$ cat config.mk
export PLATFORM = sky130hd
export DESIGN_NAME = multimode_counter
export DESIGN_NICKNAME = d
export VERILOG_FILES = /design/src/rtl/mmtc_pkg.sv /design/src/rtl/mmtc_sync_edge.sv /design/src/rtl/mmtc_pulse_meas.sv /design/src/rtl/mmtc_count_core.sv /design/src/rtl/multimode_counter.sv
export SDC_FILE = /design/constraint.sdc
export NUM_CORES = 1
export LEC_CHECK = 0
export ABC_AREA = 1
export BUFFER_PORTS_ARGS = -buffer_cell sky130_fd_sc_hd__buf_2
export CORE_UTILIZATION = 50
export DETAILED_ROUTE_END_ITERATION = 8
export MAX_ROUTING_LAYER = met4
export PLACE_DENSITY = 0.69
export RECOVER_POWER = 50
export SKIP_CTS_REPAIR_TIMING = 1
export SYNTH_ARGS = -nofsm -noshare
export SYNTH_HDL_FRONTEND = slang
export SYNTH_SLANG_ARGS = --single-unit
$ cat constraint.sdc
create_clock -name clk -period 1.8 [get_ports clk]
set_input_delay 0.18 -clock clk [delete_from_list [all_inputs] [get_ports clk]]
set_output_delay 0.18 -clock clk [all_outputs]
set_load 0.01 [all_outputs]
$ cat src/rtl/mmtc_pkg.sv
package mmtc_pkg;
  typedef enum logic [1:0] {
    MODE_OFF   = 2'b00,
    MODE_EVENT = 2'b01,
    MODE_TIMER = 2'b10,
    MODE_PULSE = 2'b11
  } mode_e;

  localparam logic [1:0] ADR_LO  = 2'd0;
  localparam logic [1:0] ADR_HI  = 2'd1;
  localparam logic [1:0] ADR_CTL = 2'd2;

  localparam int CTL_EDGE_BIT = 2;
  localparam int CTL_EN_BIT   = 3;
endpackage

$ cat src/rtl/mmtc_sync_edge.sv
module mmtc_sync_edge #(
  parameter int STAGES = 2
) (
  input  logic clk,
  input  logic rst_n,
  input  logic din,
  output logic level,
  output logic rise,
  output logic fall
);
  logic [STAGES-1:0] shreg;
  logic              prev;

  always_ff @(posedge clk) begin
    if (!rst_n) begin
      shreg <= '0;
      prev  <= 1'b0;
    end else begin
      shreg <= {shreg[STAGES-2:0], din};
      prev  <= shreg[STAGES-1];
    end
  end

  assign level = shreg[STAGES-1];
  assign rise  = level & ~prev;
  assign fall  = ~level & prev;
endmodule

$ cat src/rtl/mmtc_pulse_meas.sv
module mmtc_pulse_meas (
  input  logic clk,
  input  logic rst_n,
  input  logic arm,
  input  logic pol,
  input  logic rise,
  input  logic fall,
  output logic measuring,
  output logic done
);
  logic start_ev, stop_ev;

  assign start_ev = pol ? rise : fall;
  assign stop_ev  = pol ? fall : rise;

  always_ff @(posedge clk) begin
    if (!rst_n || !arm)
      measuring <= 1'b0;
    else if (!measuring && start_ev)
      measuring <= 1'b1;
    else if (measuring && stop_ev)
      measuring <= 1'b0;
  end

  assign done = arm & measuring & stop_ev;
endmodule

$ cat src/rtl/mmtc_count_core.sv
module mmtc_count_core #(
  parameter int W = 16
) (
  input  logic         clk,
  input  logic         rst_n,
  input  logic         load,
  input  logic [W-1:0] load_val,
  input  logic         inc,
  output logic [W-1:0] cnt,
  output logic [W-1:0] preload,
  output logic         wrap
);
  logic at_top;

  assign at_top = &cnt;
  assign wrap   = inc & at_top & ~load;

  always_ff @(posedge clk) begin
    if (!rst_n) begin
      cnt     <= '0;
      preload <= '0;
    end else if (load) begin
      cnt     <= load_val;
      preload <= load_val;
    end else if (inc) begin
      cnt <= at_top ? preload : cnt + 1'b1;
    end
  end
endmodule

$ cat src/rtl/multimode_counter.sv
module multimode_counter
  import mmtc_pkg::*;
#(
  parameter int BUS_W       = 8,
  parameter int SYNC_STAGES = 2
) (
  input  logic             clk,
  input  logic             rst_n,
  input  logic [1:0]       bus_addr,
  input  logic             bus_wr,
  input  logic             bus_rd,
  input  logic [BUS_W-1:0] bus_wdata,
  output logic [BUS_W-1:0] bus_rdata,
  input  logic             ext_in,
  input  logic             tick_in,
  input  logic             irq_clr,
  output logic             irq
);
  localparam int CNT_W = 2 * BUS_W;

  mode_e            mode_q;
  logic             edge_q, en_q;
  logic [BUS_W-1:0] lo_buf;
  logic [CNT_W-1:0] cnt, preload;
  logic             cnt_inc, wrap;
  logic             lo_wr, hi_wr, ctl_wr, hi_rd;
  logic             ext_lvl, ext_rise, ext_fall;
  logic             measuring, meas_done, pulse_arm;
  logic [BUS_W-1:0] ctl_view;

  assign lo_wr  = bus_wr && bus_addr == ADR_LO;
  assign hi_wr  = bus_wr && bus_addr == ADR_HI;
  assign ctl_wr = bus_wr && bus_addr == ADR_CTL;
  assign hi_rd  = bus_rd && bus_addr == ADR_HI;

  mmtc_sync_edge #(.STAGES(SYNC_STAGES)) u_sync (
    .clk(clk), .rst_n(rst_n), .din(ext_in),
    .level(ext_lvl), .rise(ext_rise), .fall(ext_fall)
  );

  assign pulse_arm = en_q && mode_q == MODE_PULSE;

  mmtc_pulse_meas u_meas (
    .clk(clk), .rst_n(rst_n), .arm(pulse_arm), .pol(edge_q),
    .rise(ext_rise), .fall(ext_fall),
    .measuring(measuring), .done(meas_done)
  );

  always_comb begin
    cnt_inc = 1'b0;
    if (en_q) begin
      unique case (mode_q)
        MODE_EVENT: cnt_inc = edge_q ? ext_rise : ext_fall;
        MODE_TIMER: cnt_inc = tick_in;
        MODE_PULSE: cnt_inc = measuring & tick_in;
        default:    cnt_inc = 1'b0;
      endcase
    end
  end

  mmtc_count_core #(.W(CNT_W)) u_core (
    .clk(clk), .rst_n(rst_n),
    .load(hi_wr), .load_val({bus_wdata, lo_buf}),
    .inc(cnt_inc), .cnt(cnt), .preload(preload), .wrap(wrap)
  );

  always_ff @(posedge clk) begin
    if (!rst_n) begin
      mode_q <= MODE_OFF;
      edge_q <= 1'b0;
      en_q   <= 1'b0;
    end else if (ctl_wr) begin
      mode_q <= mode_e'(bus_wdata[1:0]);
      edge_q <= bus_wdata[CTL_EDGE_BIT];
      en_q   <= bus_wdata[CTL_EN_BIT];
    end else if (meas_done) begin
      en_q <= 1'b0;
    end
  end

  always_ff @(posedge clk) begin
    if (!rst_n)
      lo_buf <= '0;
    else if (lo_wr)
      lo_buf <= bus_wdata;
    else if (hi_rd)
      lo_buf <= cnt[BUS_W-1:0];
  end

  always_ff @(posedge clk) begin
    if (!rst_n)
      irq <= 1'b0;
    else if (wrap)
      irq <= 1'b1;
    else if (irq_clr)
      irq <= 1'b0;
  end

  always_comb begin
    ctl_view               = '0;
    ctl_view[1:0]          = mode_q;
    ctl_view[CTL_EDGE_BIT] = edge_q;
    ctl_view[CTL_EN_BIT]   = en_q;
  end

  always_comb begin
    unique case (bus_addr)
      ADR_LO:  bus_rdata = lo_buf;
      ADR_HI:  bus_rdata = cnt[CNT_W-1:BUS_W];
      ADR_CTL: bus_rdata = ctl_view;
      default: bus_rdata = '0;
    endcase
  end
endmodule

==> results of run 1 <==
==> metal layers <==
layer	vias up	GRT usage [%]	share of wire [%]
met3	8	5.60	8.3
met1	1199	35.4	47
met4	0	7.50	1.2
met2	103	39.4	43
met5	-	-	0
li1	1433	-	-
==> cells in the mapped netlist, types with 2 or more instances <==
cell type	number	share of area (%)
xor2_1	7	2.2
a221oi_1	3	0.94
nor2_1	54	7.2
o211ai_1	4	1.1
nand3_1	36	6.4
nor3_1	3	0.54
o21ai_0	17	3.0
a21oi_1	24	4.3
buf_2	3	0.54
buf_4	2	0.54
dfxtp_1	49	35
nand2_2	5	1.1
a31oi_1	4	0.89
o21ai_1	6	1.1
nor2_2	4	0.89
nand2_1	119	16
nand2_4	4	1.6
buf_6	2	0.80
or2_0	2	0.45
nor2_4	4	1.6
o22ai_1	2	0.45
inv_2	4	0.54
o21ai_2	2	0.62
clkbuf_1	6	0.80
nand4_1	2	0.45
nand3b_1	2	0.54
inv_1	57	7.6
==> report_power, final <==
group	internal, uW	switching [uW]
sequential	1120	32.7
combinational	91.2	167
clock	270	365
total	1480	565
==> through the flow <==
step | hold WS (ps) | instances | total power (uW)
after floorplan | 278 | 434 | 1350
after global placement | 359 | 524 | 1430
after detailed placement | 365 | 524 | 1440
after CTS | 48.5 | 532 | 2060
after global routing | 86.0 | 534 | 2140
final | 53.6 | 534 | 2050
==> logic make-up (layout without fill, tap and decap cells) <==
kind of cell | after synthesis | after routing | synth area share, %
flip-flops | 49 | 49 | 35.0
adder cells (fa/ha/maj) | 1 | 1 | 0.446
AND/OR/NAND/NOR | 238 | 238 | 38.1
XOR/XNOR | 8 | 8 | 2.50
buffers and inverters | 74 | 104 | 10.8
AO/OA/AOI/OAI | 64 | 64 | 13.1
==> how the worst min path moves through the flow <==
stage / slack (ps) / startpoint / to
final: 50 / ext_in / u_sync.shreg[0]
after global placement: 360 / ext_in / u_sync.shreg[0]
after floorplan: 280 / ext_in / u_sync.shreg[0]
after CTS: 50 / ext_in / u_sync.shreg[0]
after detailed placement: 360 / ext_in / u_sync.shreg[0]
after global routing: 90 / ext_in / u_sync.shreg[0]
==> sequential cells by signal, summed over array words and instances, names as in the netlist <==
name	flops
en_q	1
lo_buf	8
mode_q	2
u_meas.measuring	1
u_sync.shreg	2
edge_q	1
u_sync.prev	1
irq	1
u_core.cnt	16
u_core.preload	16
==> area by class of cell <==
cell class	count	area [um2]	share of cell area (%)
Timing Repair Buffer	35	209	6.71
Sequential cell	49	981	31.5
Multi-Input combinational cell	311	1520	49.0
Inverter	61	229	7.36
Clock inverter	2	10.0	0.322
Clock buffer	6	72.6	2.33
Tap cell	70	87.6	2.81
==> tightest hold or removal path: cells and delay by family <==
family	cells	cell delay [ps]
buf+inv	2	110
simple gates	1	40
==> impl_metrics.toml, run 1 <==
[sta]
tightest_slew_ps = 908
maxSlewHeadroom_pct = 39.4
setup_viol = 0
skew_ps = 4.25
min_period_ps = 1670
finalWorstSetupSlack_ps = 127
maxSlewViolCount = 0
finalSetupTns_ps = 0
final.period_utilization_pct = 93.0
fmax_mhz = 598
finalHoldViolations = 0
rsz0062_at_grt = "false"

[synthesis]
synth_seq_cells = 49
syn_area_per_cell_um2 = 6.46
synth_fp_nets = 452
syn_inst = 434
ys_seq_area_share_pct = 35.0
yosys_warnings = 0
synth_enable_flop_cells = 0
synth_flop_cell = "dfxtp_1"
netlist_area_um2 = 2800
async_reset_ff_share_pct = 0
ys_types = 34

[global_routing]
grt_max_degree = 31
grt_pass1_vias = 2458
grt_pass1_wl_um = 11800
grt_overflow = 0
track_usage_pct = 26.2
antenna_found_initial = 0

[route]
final_antenna_net_count = 0
first_pass_iters = 5
drt_iter0_markers = 237
vias = 2743
routed_wl_um = 7150
drc = 0
wl_per_cell_um = 13.4
vias_per_cell = 5.14

[cells_and_area]
diodes = 0
most-common-layout-cells = "118 x nand2_1, 57 x inv_1, 53 x nor2_1"
drive_gt1_share_pct = 14.4
area_delta_synth_final_pct = 11.0
nets = 481
fillers = 511
final_common_cell = "nand2_1"
finish.utilization_pct = 59.4
finalInstanceArea_um2 = 3110

[critical_path]
cpPeakStageDelay_ps = 400
crit_start = "u_core.cnt[1]"
end_kind = "flop"
worstReg2RegEnd = "u_core.cnt[3]"
crit_fanout = 10
r2r_start = "u_core.cnt[1]"
rr_worst_depth = 9
cp_slowest_cell = "dfxtp_1"
endpoint = "u_core.cnt[3]"
path_class = "flop to flop"
cp.required_ps = 2040
r2r_slack_ps = 130
cp.depth = 9
crit_top_cell = "nor2_1"
crit_arrival_ps = 1910
startpoint_type = "flop"
path_cells = "ha_1 -> nand2_2 -> nor2_4 -> nand4_4 -> buf_12 -> or2_0 -> nand3_1 -> nor2_1 -> nor2_1"
critical_path.top_delay_family = "simple AND/OR/NAND/NOR gates"
path_buf_inv = 1

[placed_design]
dp_hpwl_um = 5250
portBuffers = 25
post-place-ws_ps = 102
place_congestion = 0.898
placed_cell_area_um2 = 3000

[die]
rows = 26
die_w_um = 76.9
start_util_pct = 53.5
die-area_um2 = 5910
core-area_um2 = 5240
ios = 26
die_h_um = 76.9

[pwr]
p_per_area_nw_per_um2 = 658
ir_worst_vdd_mv = 0.419
leakagePower_uw = 0.00146

[clock_network]
h-tree-depth = 2
cts_root_buffer = "clkbuf_8"
clockBufferDepth = 2
cts_num_sinks = 49
cts_made_buffers = 5
clock_latency_ps = 300
cts_tree = "yes"
clkTransAtPathRegs_ps = 90

[hold_path]
hold_class = "input pin to flop"
worstHoldPathCells = 3

[run_status]
run_status = "finished clean"

[flow_run]
drv_cap = 0
Note: power is estimated with default switching activity, not from simulation.
==> run 2: changes to the inputs <==
--- a/config.mk
+++ b/config.mk
@@ -10,7 +10,7 @@
 export CORE_UTILIZATION = 50
 export DETAILED_ROUTE_END_ITERATION = 8
 export MAX_ROUTING_LAYER = met4
-export PLACE_DENSITY = 0.69
+export PLACE_DENSITY = 0.72
 export RECOVER_POWER = 50
 export SKIP_CTS_REPAIR_TIMING = 1
 export SYNTH_ARGS = -nofsm -noshare
==> constraint.sdc (replaced) <==
create_clock -name clk -period 1.4 [get_ports clk]
set_input_delay 0.14 -clock clk [delete_from_list [all_inputs] [get_ports clk]]
set_output_delay 0.14 -clock clk [all_outputs]
set_load 0.01 [all_outputs]
==> impl_metrics.toml, run 2 (synthesis results as in run 1) <==
[run_status]
run_status = "finished with violations"
violations = "negative hold slack, negative setup slack"

[sta]
finalSetupTns_ps = -1020
finalWorstSetupSlack_ps = -119
fmax_mhz = 658
final.period_utilization_pct = 108
tightest_slew_ps = 436
finalHoldViolations = 1
min_period_ps = 1520
maxSlewHeadroom_pct = 70.9
hold_slack_ps = -3.09
rsz0062_at_grt = "true"
skew_ps = 6.64
setup_viol = 16
maxSlewViolCount = 0

[die]
die_w_um = 76.9
start_util_pct = 53.5
ios = 26
rows = 26
core-area_um2 = 5240
die_h_um = 76.9
die-area_um2 = 5910

[global_routing]
top_usage_layer = "met2"
met2_usage_pct = 43.3
grtUsageMet1_pct = 38.0
grt_pass1_vias = 2739
track_usage_pct = 28.6
grtUsageMet3_pct = 4.64
grt_overflow = 0
grt_max_degree = 31
grt_pass1_wl_um = 12900
antenna_found_initial = 0

[cells_and_area]
diodes = 0
final_common_cell = "nand2_1"
reg.largest.list = "u_core.cnt (16), u_core.preload (16), lo_buf (8)"
drive_gt1_share_pct = 25.8
area_delta_synth_final_pct = 29.1
most-common-layout-cells = "112 x nand2_1, 56 x inv_1, 51 x nor2_1"
finish.utilization_pct = 69.1
instances_no_fill = 578
nets = 525

[route]
wl_per_cell_um = 14.2
routed_wl_um = 8190
drc = 0
drt_iter0_markers = 264
vias_per_cell = 5.31
vias = 3069
first_pass_iters = 5
final_antenna_net_count = 0

[clock_network]
h-tree-depth = 2
cts_root_buffer = "clkbuf_8"
clock_latency_ps = 320
clkTransAtPathRegs_ps = 100
clockBufferDepth = 2
cts_tree = "yes"
cts_made_buffers = 5
cts_num_sinks = 49

[pwr]
ir_worst_vdd_mv = 0.751
p_total_uw = 2960
p_per_area_nw_per_um2 = 818
leakagePower_uw = 0.00171

[placed_design]
place_inst = 562
place_congestion = 0.894
portBuffers = 25
dp_hpwl_um = 5700

[hold_path]
hold_class = "input pin to flop"

[critical_path]
path_class = "flop to flop"
cp.required_ps = 1670
startpoint_type = "flop"
crit_fanout = 5
end_kind = "flop"
crit_arrival_ps = 1790

[flow_run]
drv_cap = 0
run 2: cell count changes in the layout (fill, tap and decap cells not counted), moves of 6 or more:
cell / change
buf_4: +30
dfxtp_2: +6
nand3_1: -6
nand3_2: +6
nand2_1: -6
dfxtp_1: -7
run 2: through the flow:
step	setup slack [ps]	cell area [um2]
floorplan	2.76	2810
detailed placement	-104	3330
global placement	-48.3	3330
finish	-119	3620
CTS	-126	3440
global route	-201	3620
run 2: path summary, 6_finish.rpt:
path              cells past startpoint         endpoint  slack, ps             from
setup reg to reg                      8    u_core.cnt[3]       -120    u_core.cnt[0]
setup / recovery                      8    u_core.cnt[3]       -120    u_core.cnt[0]
hold / removal                        3  u_sync.shreg[0]         -3           ext_in
hold reg to reg                       2  u_sync.shreg[1]        450  u_sync.shreg[0]
run 2: layout make-up:
type / count / area, um2
inverter: 61 / 231
clock inverter: 2 / 38.8
fill: 457 / 1620
sequential: 49 / 992
tap: 70 / 87.6
clock buffer: 6 / 72.6
timing repair buffer: 77 / 537
multi-input combinational: 313 / 1660
run 2: report_power, final:
group / internal (uW) / switching [uW] / leakage (uW)
clock: 537 / 521 / 0.0000554
sequential: 1440 / 39.0 / 0.000402
combinational: 167 / 255 / 0.00125
total: 2150 / 815 / 0.00171
run 2: critical path, stage by stage (launching register included):
cell     delay (ps)
dfxtp_2         370
ha_4            150
nand2_4          60
nor2_4          190
nand4_2         220
or2_0           290
nand3_2          80
nor2_1           40
nor2_1           70
run 2: layer usage:
layer / up-vias / part of all wire [%]
met3: 13 / 7.1
met2: 116 / 46
met5: - / 0
met1: 1414 / 46
li1: 1526 / -
met4: 0 / 1.5
==> run 3: changes to the inputs <==
--- a/config.mk
+++ b/config.mk
@@ -7,10 +7,12 @@
 export LEC_CHECK = 0
 export ABC_AREA = 1
 export BUFFER_PORTS_ARGS = -buffer_cell sky130_fd_sc_hd__buf_2
+export CORE_ASPECT_RATIO = 1.5
 export CORE_UTILIZATION = 50
+export CTS_CLUSTER_SIZE = 14
 export DETAILED_ROUTE_END_ITERATION = 8
 export MAX_ROUTING_LAYER = met4
-export PLACE_DENSITY = 0.72
+export PLACE_DENSITY = 0.69
 export RECOVER_POWER = 50
 export SKIP_CTS_REPAIR_TIMING = 1
 export SYNTH_ARGS = -nofsm -noshare
==> constraint.sdc (replaced) <==
create_clock -name clk -period 1.5 [get_ports clk]
set_input_delay 0.15 -clock clk [delete_from_list [all_inputs] [get_ports clk]]
set_output_delay 0.15 -clock clk [all_outputs]
set_load 0.01 [all_outputs]
==> impl_metrics.toml, run 3 (synthesis results as in run 1) <==
[cells_and_area]
diodes = 0
reg.largest.list = "u_core.cnt (16), u_core.preload (16), lo_buf (8)"
area_delta_synth_final_pct = 22.8
finish.utilization_pct = 63.2
most-common-layout-cells = "115 x nand2_1, 56 x inv_1, 52 x nor2_1"
final_common_cell = "nand2_1"
nets = 502
drive_gt1_share_pct = 22.5

[clock_network]
cts_root_buffer = "clkbuf_8"
h-tree-depth = 2
clock_latency_ps = 310
clockBufferDepth = 2
clkTransAtPathRegs_ps = 90
cts_tree = "yes"
cts_made_buffers = 5
cts_num_sinks = 49

[critical_path]
crit_fanout = 6
cp.required_ps = 1760
cpPeakStageDelay_ps = 360
crit_arrival_ps = 1740
startpoint_type = "flop"
end_kind = "flop"
r2r_start = "u_core.cnt[0]"
path_cells = "ha_4 -> nand2_4 -> nor2_4 -> nand4_2 -> nor2_1 -> nor2_1 -> nand3_1 -> nand2_1 -> inv_1"
cp_slowest_cell = "dfxtp_2"
crit_start = "u_core.cnt[0]"
crit_top_cell = "nor2_1"
path_class = "flop to flop"

[flow_run]
drv_cap = 0

[sta]
finalWorstSetupSlack_ps = 12.7
finalHoldViolations = 0
fmax_mhz = 672
tightest_slew_ps = 404
final.period_utilization_pct = 99.2
rsz0062_at_grt = "true"
maxSlewHeadroom_pct = 72.9
maxSlewViolCount = 0
min_period_ps = 1490
skew_ps = 11.1
setup_viol = 0

[die]
rows = 33
die_w_um = 63.1
start_util_pct = 51.4
die-area_um2 = 5920
die_h_um = 93.7
core-area_um2 = 5450
ios = 26

[run_status]
run_status = "finished clean"

[placed_design]
place_congestion = 0.910
post-place-ws_ps = -22.6
dp_hpwl_um = 5530
portBuffers = 25

[route]
final_antenna_net_count = 0
drt_iter0_markers = 120
vias = 2895
vias_per_cell = 5.22
wl_per_cell_um = 13.8
routed_wl_um = 7680
drc = 0
first_pass_iters = 5

[hold_path]
holdCritStartpoint = "ext_in"
hold_class = "input pin to flop"

[pwr]
p_total_uw = 2730
leakagePower_uw = 0.00164
ir_worst_vdd_mv = 0.623
p_per_area_nw_per_um2 = 793

[global_routing]
grt_pass1_vias = 2615
grt_max_degree = 36
grt_overflow = 0
track_usage_pct = 27.1
grt_pass1_wl_um = 12000
antenna_found_initial = 0
run 3: cell types whose count changed in the layout (fill, tap and decap cells not counted), moves of 2 or more:
cell      previous run  this run
nand2_1            112       115
dfxtp_2              6         8
inv_2                3         5
nand3_2              7         5
buf_4               39        26
nor2_4               5         7
nand3_1             30        32
nand2_2             10         5
clkbuf_1             9         3
nor2_2               6         3
run 3: worst max-delay path: cells and delay by family (launching register included):
| family | cells | cell delay, ps |
|---|---|---|
| buffers and inverters | 1 | 50 |
| adder cells (fa/ha/maj) | 1 | 160 |
| AND/OR/NAND/NOR | 7 | 860 |
| flip-flops | 1 | 360 |
run 3: report_power, final:
part           switching (uW)  internal [uW]  leakage (uW)
Combinational             216            130       0.00118
Clock                     457            544     0.0000585
Sequential               38.8           1350      0.000402
run 3: final timing paths:
check / end / slack [ps] / depth (start not counted)
min reg2reg: u_sync.shreg[1] / 430 / 2
max reg2reg: u_core.cnt[5] / 10 / 9
max: u_core.cnt[5] / 10 / 9
min: u_sync.shreg[0] / 20 / 3
run 3: metrics by stage:
stage	setup TNS, ps	std cells	hold WS [ps]	instance area (um2)
final	0	555	17.0	3440
after global routing	-701	555	26.0	3440
after CTS	-237	549	21.8	3260
after detailed placement	-34.9	541	344	3140
after global placement	0	541	329	3140
after floorplan	0	434	248	2800
run 3: final cells by class:
class,instances,area [um2]
fillers,526,2010
multi-input cells,312,1640
flip-flops and latches,49,991
repair buffers,55,380
inverters,61,229
well taps,70,87.6
clock buffers,7,86.3
clock inverters,1,30.0
run 3: metal layers:
layer  vias to the layer above  share of wire (%)  GRT usage [%]
met2                        72                 50           45.3
met4                         0                1.9           12.8
met3                        12                4.1           3.64
li1                       1474                  -              -
met1                      1337                 44           31.9
met5                         -                  0              -
